==> src/rtl/audio_gain_stage.sv <==
module audio_gain_stage #(
  parameter int DW     = 16,
  parameter int STEPS  = 128,
  parameter int FADE_K = 65010,
  parameter int ATT_K  = 8231
) (
  input  logic                       clk,
  input  logic                       rst_n,
  input  logic                       strobe_i,
  input  logic signed [DW-1:0]       left_i,
  input  logic signed [DW-1:0]       right_i,
  input  logic                       mute_i,
  input  logic                       full_i,
  input  logic                       atten_i,
  input  logic                       fade_up_i,
  input  logic                       fade_dn_i,
  input  logic                       pk_clr_i,
  output logic signed [DW-1:0]       left_o,
  output logic signed [DW-1:0]       right_o,
  output logic [$clog2(STEPS)-1:0]   gain_o,
  output logic [7:0]                 peak_l_o,
  output logic [7:0]                 peak_r_o
);
  localparam int GW = $clog2(STEPS);
  localparam int PW = DW + 18;
  localparam logic [GW-1:0] TOP = GW'(STEPS - 1);

  function automatic logic [15:0] coef(input int k);
    longint c = 32768;
    for (int i = STEPS - 1; i > k; i--) c = (c * FADE_K + 32768) >>> 16;
    return (k == 0) ? 16'd0 : 16'(c);
  endfunction

  function automatic logic signed [DW-1:0] mul(input logic signed [DW-1:0] x,
                                               input logic [15:0] c);
    logic signed [PW-1:0] p;
    p = $signed(PW'(x)) * $signed(PW'({1'b0, c})) + $signed(PW'(16384));
    return p[DW+14:15];
  endfunction

  logic [15:0] rom [STEPS];
  for (genvar k = 0; k < STEPS; k++) begin : g_rom
    assign rom[k] = coef(k);
  end

  logic [GW-1:0] g;
  logic          att;
  logic [DW-1:0] pk_l, pk_r;

  wire [15:0] c_now = rom[g];
  wire signed [DW-1:0] l1 = mul(left_i, c_now);
  wire signed [DW-1:0] r1 = mul(right_i, c_now);
  wire signed [DW-1:0] l2 = att ? mul(l1, 16'(ATT_K)) : l1;
  wire signed [DW-1:0] r2 = att ? mul(r1, 16'(ATT_K)) : r1;
  wire [DW-1:0] abs_l = left_i[DW-1]  ? ~left_i + 1'b1  : left_i;
  wire [DW-1:0] abs_r = right_i[DW-1] ? ~right_i + 1'b1 : right_i;

  always_ff @(posedge clk) begin
    if (!rst_n) begin
      g <= TOP; att <= 1'b0;
      left_o <= '0; right_o <= '0;
      pk_l <= '0; pk_r <= '0;
    end else begin
      if (pk_clr_i) begin
        pk_l <= '0; pk_r <= '0;
      end else if (strobe_i) begin
        if (abs_l > pk_l) pk_l <= abs_l;
        if (abs_r > pk_r) pk_r <= abs_r;
      end
      if (strobe_i) begin
        left_o <= l2; right_o <= r2;
        if (mute_i) begin
          if (g != '0) g <= g - 1'b1;
        end else if (atten_i) begin
          att <= 1'b1;
        end else if (full_i) begin
          att <= 1'b0;
          if (g != TOP) g <= g + 1'b1;
        end else if (fade_up_i) begin
          if (g != TOP) g <= g + 1'b1;
        end else if (fade_dn_i) begin
          if (g != '0) g <= g - 1'b1;
        end
      end
    end
  end

  assign gain_o   = g;
  assign peak_l_o = pk_l[DW-1:DW-8];
  assign peak_r_o = pk_r[DW-1:DW-8];
endmodule


==> config.mk <==
export PLATFORM = sky130hd
export DESIGN_NAME = audio_gain_stage
export DESIGN_NICKNAME = d
export VERILOG_FILES = /design/src/rtl/audio_gain_stage.sv
export SDC_FILE = /design/constraint.sdc
export NUM_CORES = 2
export LEC_CHECK = 0
export ABC_AREA = 1
export BUFFER_PORTS_ARGS = -buffer_cell sky130_fd_sc_hd__buf_2
export CAP_MARGIN = 10
export CORE_MARGIN = 1.5
export CORE_UTILIZATION = 30
export CTS_CLUSTER_SIZE = 16
export DETAILED_ROUTE_END_ITERATION = 10
export PLACE_DENSITY = 0.47
export SETUP_SLACK_MARGIN = 0.2
export SLEW_MARGIN = 15
export SYNTH_ARGS = -nofsm -noshare
export SYNTH_HDL_FRONTEND = slang
export SYNTH_SLANG_ARGS = --single-unit
==> constraint.sdc <==
create_clock -name clk -period 13.1 [get_ports clk]
set_input_delay 2.62 -clock clk [delete_from_list [all_inputs] [get_ports clk]]
set_output_delay 2.62 -clock clk [all_outputs]
set_load 0.05 [all_outputs]
# Word level (Yosys, flattened, before mapping)
# Memory sizes are Yosys's and may differ from the RTL's.
# Index checks and enable logic that the tools add are counted.
[op_classes] n_addsub=8 n_mul=4 order_cmp=3 n_eq_ne=2 mux=15 bitwise=5 n_reduce_logical=8
[op_table] operator="adder 31 x 16 -> 31 bit (second input constant)" count=4
[op_table] operator="2-to-1 mux 16 bit" count=6
[op_table] operator="multiplier 16 x 15 -> 31 bit (second input constant)" count=2
[op_table] operator="multiplier 16 x 17 -> 31 bit" count=2
[op_table] operator="2-to-1 mux 7 bit" count=7
[op_table] operator="adder 16 x 1 -> 16 bit (second input constant)" count=2
[op_table] operator="greater-than comparator 16 bit" count=2
[op_table] operator="NOT 16 bit" count=2
[op_table] operator="greater-or-equal comparator 8 bit (second input constant)" count=1
[op_table] operator="NOT 7 -> 8 bit" count=1
[op_table] operator="adder 7 x 1 -> 7 bit (second input constant)" count=1
[op_table] operator="!= test 7 bit (second input constant)" count=1
[op_table] operator="nonzero test 7 bit" count=1
[op_table] operator="subtractor 7 x 1 -> 7 bit (second input constant)" count=1
[op_table] operator="AND reduction 3 bit" count=2
[op_table] operator="AND reduction 2 bit" count=2
[op_table] operator="nonzero test 4 bit" count=1
[op_table] operator="2-to-1 mux 1 bit" count=2
[op_table] operator="!= test 2 bit (second input constant)" count=1
[op_table] operator="NOT 1 bit" count=2
[op_table] operator="nonzero test 2 bit" count=1
[op_table] operator="OR reduction 2 bit" count=1
[totals] ff_bits=72 rom_bits=2048 in_bits=41 out_inout_bits=55 elab_cells=52 mem_count=1
[mem_list] name="(name not given)" words=128 width=16 rd=1 rd_clocked_by_memory_dff=0 write_ports=0 line="50" source="wire [15:0] c_now = rom[g];"

# Depth between registers and ports, before layout
[logic_depth] depth_word=9 ltp_mapped=67 depth_no_buf=65

# Worst setup path after synthesis
# Ideal clock, no wire load.
[synth_timing] path_kind="input port to flip-flop" startpoint="input port right_i[4]" endpoint="register right_o[9]" setup_time_ns=0.132 arrival_time_ns=11.940 required_ns=12.968 path_slack_ns=1.028 stages=50 path_buffers=2 path_cell_list="clkbuf_1 > inv_1 > clkbuf_1 > nor2_1 > fa_1 > inv_1 > fa_1 > fa_1 > inv_1 > fa_1 > fa_1 > inv_1 > fa_1 > inv_1 > ha_1 > a21oi_1 > inv_1 > nor2_1 > (+14 left out) > fa_1 > inv_1 > ha_1 > nand2_1 > inv_1 > a21oi_1 > nand2_1 > a21oi_1 > nor2_1 > o21ai_0 > o211ai_1 > nand2_1 > a21o_1 > nand3_1 > nand2_1 > inv_1 > nand2_1 > a21oi_1"
[synth_via] elab_chain_len=5
[synth_rtl] element="start, declared" line="11" source="input logic signed [DW-1:0] right_i,"
[synth_rtl] element="multiplier 16 x 17 -> 31 bit *" line="37" source="p = $signed(PW'(x)) * $signed(PW'({1'b0, c})) + $signed(PW'(16384));"
[synth_rtl] element="adder 31 x 16 -> 31 bit *" line="37"
[synth_rtl] element="multiplier 16 x 15 -> 31 bit" line="37"
[synth_rtl] element="adder 31 x 16 -> 31 bit" line="37"
[synth_rtl] element="2-to-1 mux 16 bit *" line="54" source="wire signed [DW-1:0] r2 = att ? mul(r1, 16'(ATT_K)) : r1;"
[synth_rtl] element="end signal, assigned" line="71" source="left_o <= l2; right_o <= r2;"
[synth_rtl] element="end, declared" line="19" source="output logic signed [DW-1:0] right_o,"
# Every way passes the cells marked *; elsewhere a longest branch is shown, timed or not.
# A chain may end at the register's enable or synchronous reset.

# Final worst setup path
# Same ends and word-level chain as after synthesis.

==> metrics.cfg <==
[place]
dp_hpwl_mm=90.47
placed_cell_area_mm2=0.03362
portBuffers=95
finalWeightedCongestion=0.9577

[logic_synthesis]
ys.flop_type=dfxtp_1
synth_xor_area_share_pct=2.463
yosys.area_share.simple_pct=19.76
synth_fp_nets=5226
synth-compound-area-share_pct=10.74
synth_fa_ha_area_share_pct=48.68
synth_cell_types=60
syn_inst=4253
synthMuxAreaShare_pct=0
yosys_register_bits=72
yosysWarnings=0
synthArstFlopShare_pct=0
synth_edf_count=0
synth_top_family_by_area=adder cells
syn_area_per_cell_um2=7.275
mappedNetlistArea_mm2=0.03094
synth-seq-area-share_pct=4.658

[detailed_routing]
wirelength_mm=107.4
drtPass1Iterations=6
via_count=27620
wl_per_cell_um=18.71
ant_nets=0
drc=0
initialDrtViolationCount=1987
vias_per_cell=4.809

[sta]
min_period_ns=12.25
finClkSkew_ns=0.01217
fmax_mhz=81.62
rsz0062_at_grt=no
setup_tns_ns=0
fin_crit_sh_pct=93.52
hold_viol=0
drv_slew=0
whs_ns=0.4528
worstMarginPinSlew_ns=0.9156
setup_violations=0
slew_headroom_pct=38.81

[grt]
grt_max_degree=40
grt_pass1_wl_mm=168.7
grt_antenna_before_repair=0
grt.overflow.total=0
grt.total_usage_pct=21.09
grt_pass1_vias=28120

[finish]
fill_cells=11170
nets=5342
antennaDiodeCount=0
final_layout_size_suffix_gt1_share_pct=8.116
design_area_mm2=0.03405
area_growth_pct=10.04

[floorplanning]
dieArea_mm2=0.1051
start_util_pct=30.32
io_pins=96
core_area_mm2=0.1020
die_x_um=324.2
row_count=117
fp.dieH_um=324.2

[setup_path]
crit_end=right_o[9]
cp.arrival_ns=12.52
startpoint=right_i[4]
startpoint_type=primary input
cp_slowest_cell=fa_1
crit_type=in -> reg
cp_common_cell=inv_1
worst_setup_path_end_kind=flip-flop
reg2reg_depth=54
max_stage_delay_ns=0.54
required_ns=13.37
r2r-end=left_o[10]
crit_path_max_fanout=9
r2r-start=gain_o[1]
ff2ff_setup_slack_ns=0.89

[status]
status=finished clean

[clocking]
clk_pin_slew_ns=0.07
numCtsBuffers=9
cts_sinks=72
root_buffer=clkbuf_16
clk_latency_ns=0.41
h-tree-depth=3
cts_tree=done
cts_buffer_depth=2
hold_buffers=0

[run]
max_cap_violations=0

[min_path]
hp-class=reg -> reg

## worst max-delay path, delay by kind of cell
kind	cells	cell delay, ns
adder cells (fa/ha/maj)	14	5.90
AO/OA/AOI/OAI	10	1.72
AND/OR/NAND/NOR	13	1.30
buffers and inverters	12	0.99
## cell usage after synthesis (all sizes together) (17+ instances only)
master	count	area share (%)
o21ai	192	3.2
xor2	66	2.0
fa	453	29
nor3	36	0.58
nor2	459	5.6
nand3	132	2.2
buf	44	0.97
ha	479	19
dfxtp	72	4.7
nor4	17	0.34
inv	931	11
a21oi	246	4.0
nand4	18	0.38
clkbuf	102	1.2
xnor2	18	0.51
nand2	815	10
## cell families after synthesis
group                      Yosys count
and+or+nand+nor                   1495
buffers and inverters             1093
adders and majority gates          932
AOI/OAI and AO/OA                  577
xor gates and xnor gates            84
DFF                                 72
## metrics by stage
stage	instances	util (%)	worst slack [ns]
after floorplan	4253	-	1.028
after global placement	5720	32.95	0.4795
after detailed placement	5720	32.95	0.4223
after CTS	5736	33.27	0.5677
after global routing	5742	33.37	0.2118
final	5742	33.37	0.8488
## worst min-delay path by stage
stage                  from       to  slack (ns)  cells after the start
floorplan           pk_l[0]  pk_l[0]        0.43                      2
global placement    pk_l[0]  pk_l[0]        0.44                      2
detailed placement  pk_l[0]  pk_l[0]        0.44                      2
CTS                 pk_l[0]  pk_l[0]        0.45                      2
global route        pk_l[7]  pk_l[7]        0.48                      2
finish              pk_l[0]  pk_l[0]        0.45                      2
## sequential cells by signal, summed over array words and instances, names as in the netlist
| register | flops |
|---|---|
| left_o | 16 |
| right_o | 16 |
| gain_o | 7 |
| pk_l | 16 |
| pk_r | 16 |
| att | 1 |
## what timing repair did
item / 4_1_cts / 5_1_grt
buffers inserted: 0 / 6
setup endpoints to repair: 0 / 25
resized for setup: 0 / 14
## per-layer routing
metal	share of wire, %	routed length (um)	GRT usage (%)
met1	48	51890	30.61
met5	0	0	0
met2	44	47650	33.32
met4	2.4	2569	5.016
met3	5.0	5326	2.210
## cells in the final DEF (no fill, tap or decap), drive strengths merged, types with 18 or more instances in the layout
| cell | Yosys | final |
|---|---|---|
| nand4 | 18 | 18 |
| nor3 | 36 | 36 |
| dfxtp | 72 | 72 |
| buf | 44 | 251 |
| nand3 | 132 | 132 |
| a21oi | 246 | 246 |
| xor2 | 66 | 66 |
| fa | 453 | 453 |
| inv | 931 | 927 |
| nand2 | 815 | 815 |
| o21ai | 192 | 192 |
| nor2 | 459 | 459 |
| xnor2 | 18 | 18 |
| ha | 479 | 479 |
## final cells by class
class                           instances  area, um^2  area share [%]
Clock buffer                           10       239.0          0.7019
Clock inverter                          6       92.59          0.2719
Inverter                              947        3580           10.51
Multi-Input combinational cell       3088       25290           74.27
Sequential cell                        72        1441           4.233
Tap cell                             1368        1712           5.027
Timing Repair Buffer                  251        1697           4.983
Power is left out: the tool's default activity adds up to more than one toggle a clock period on the data nets, which glitch-free logic cannot reach.
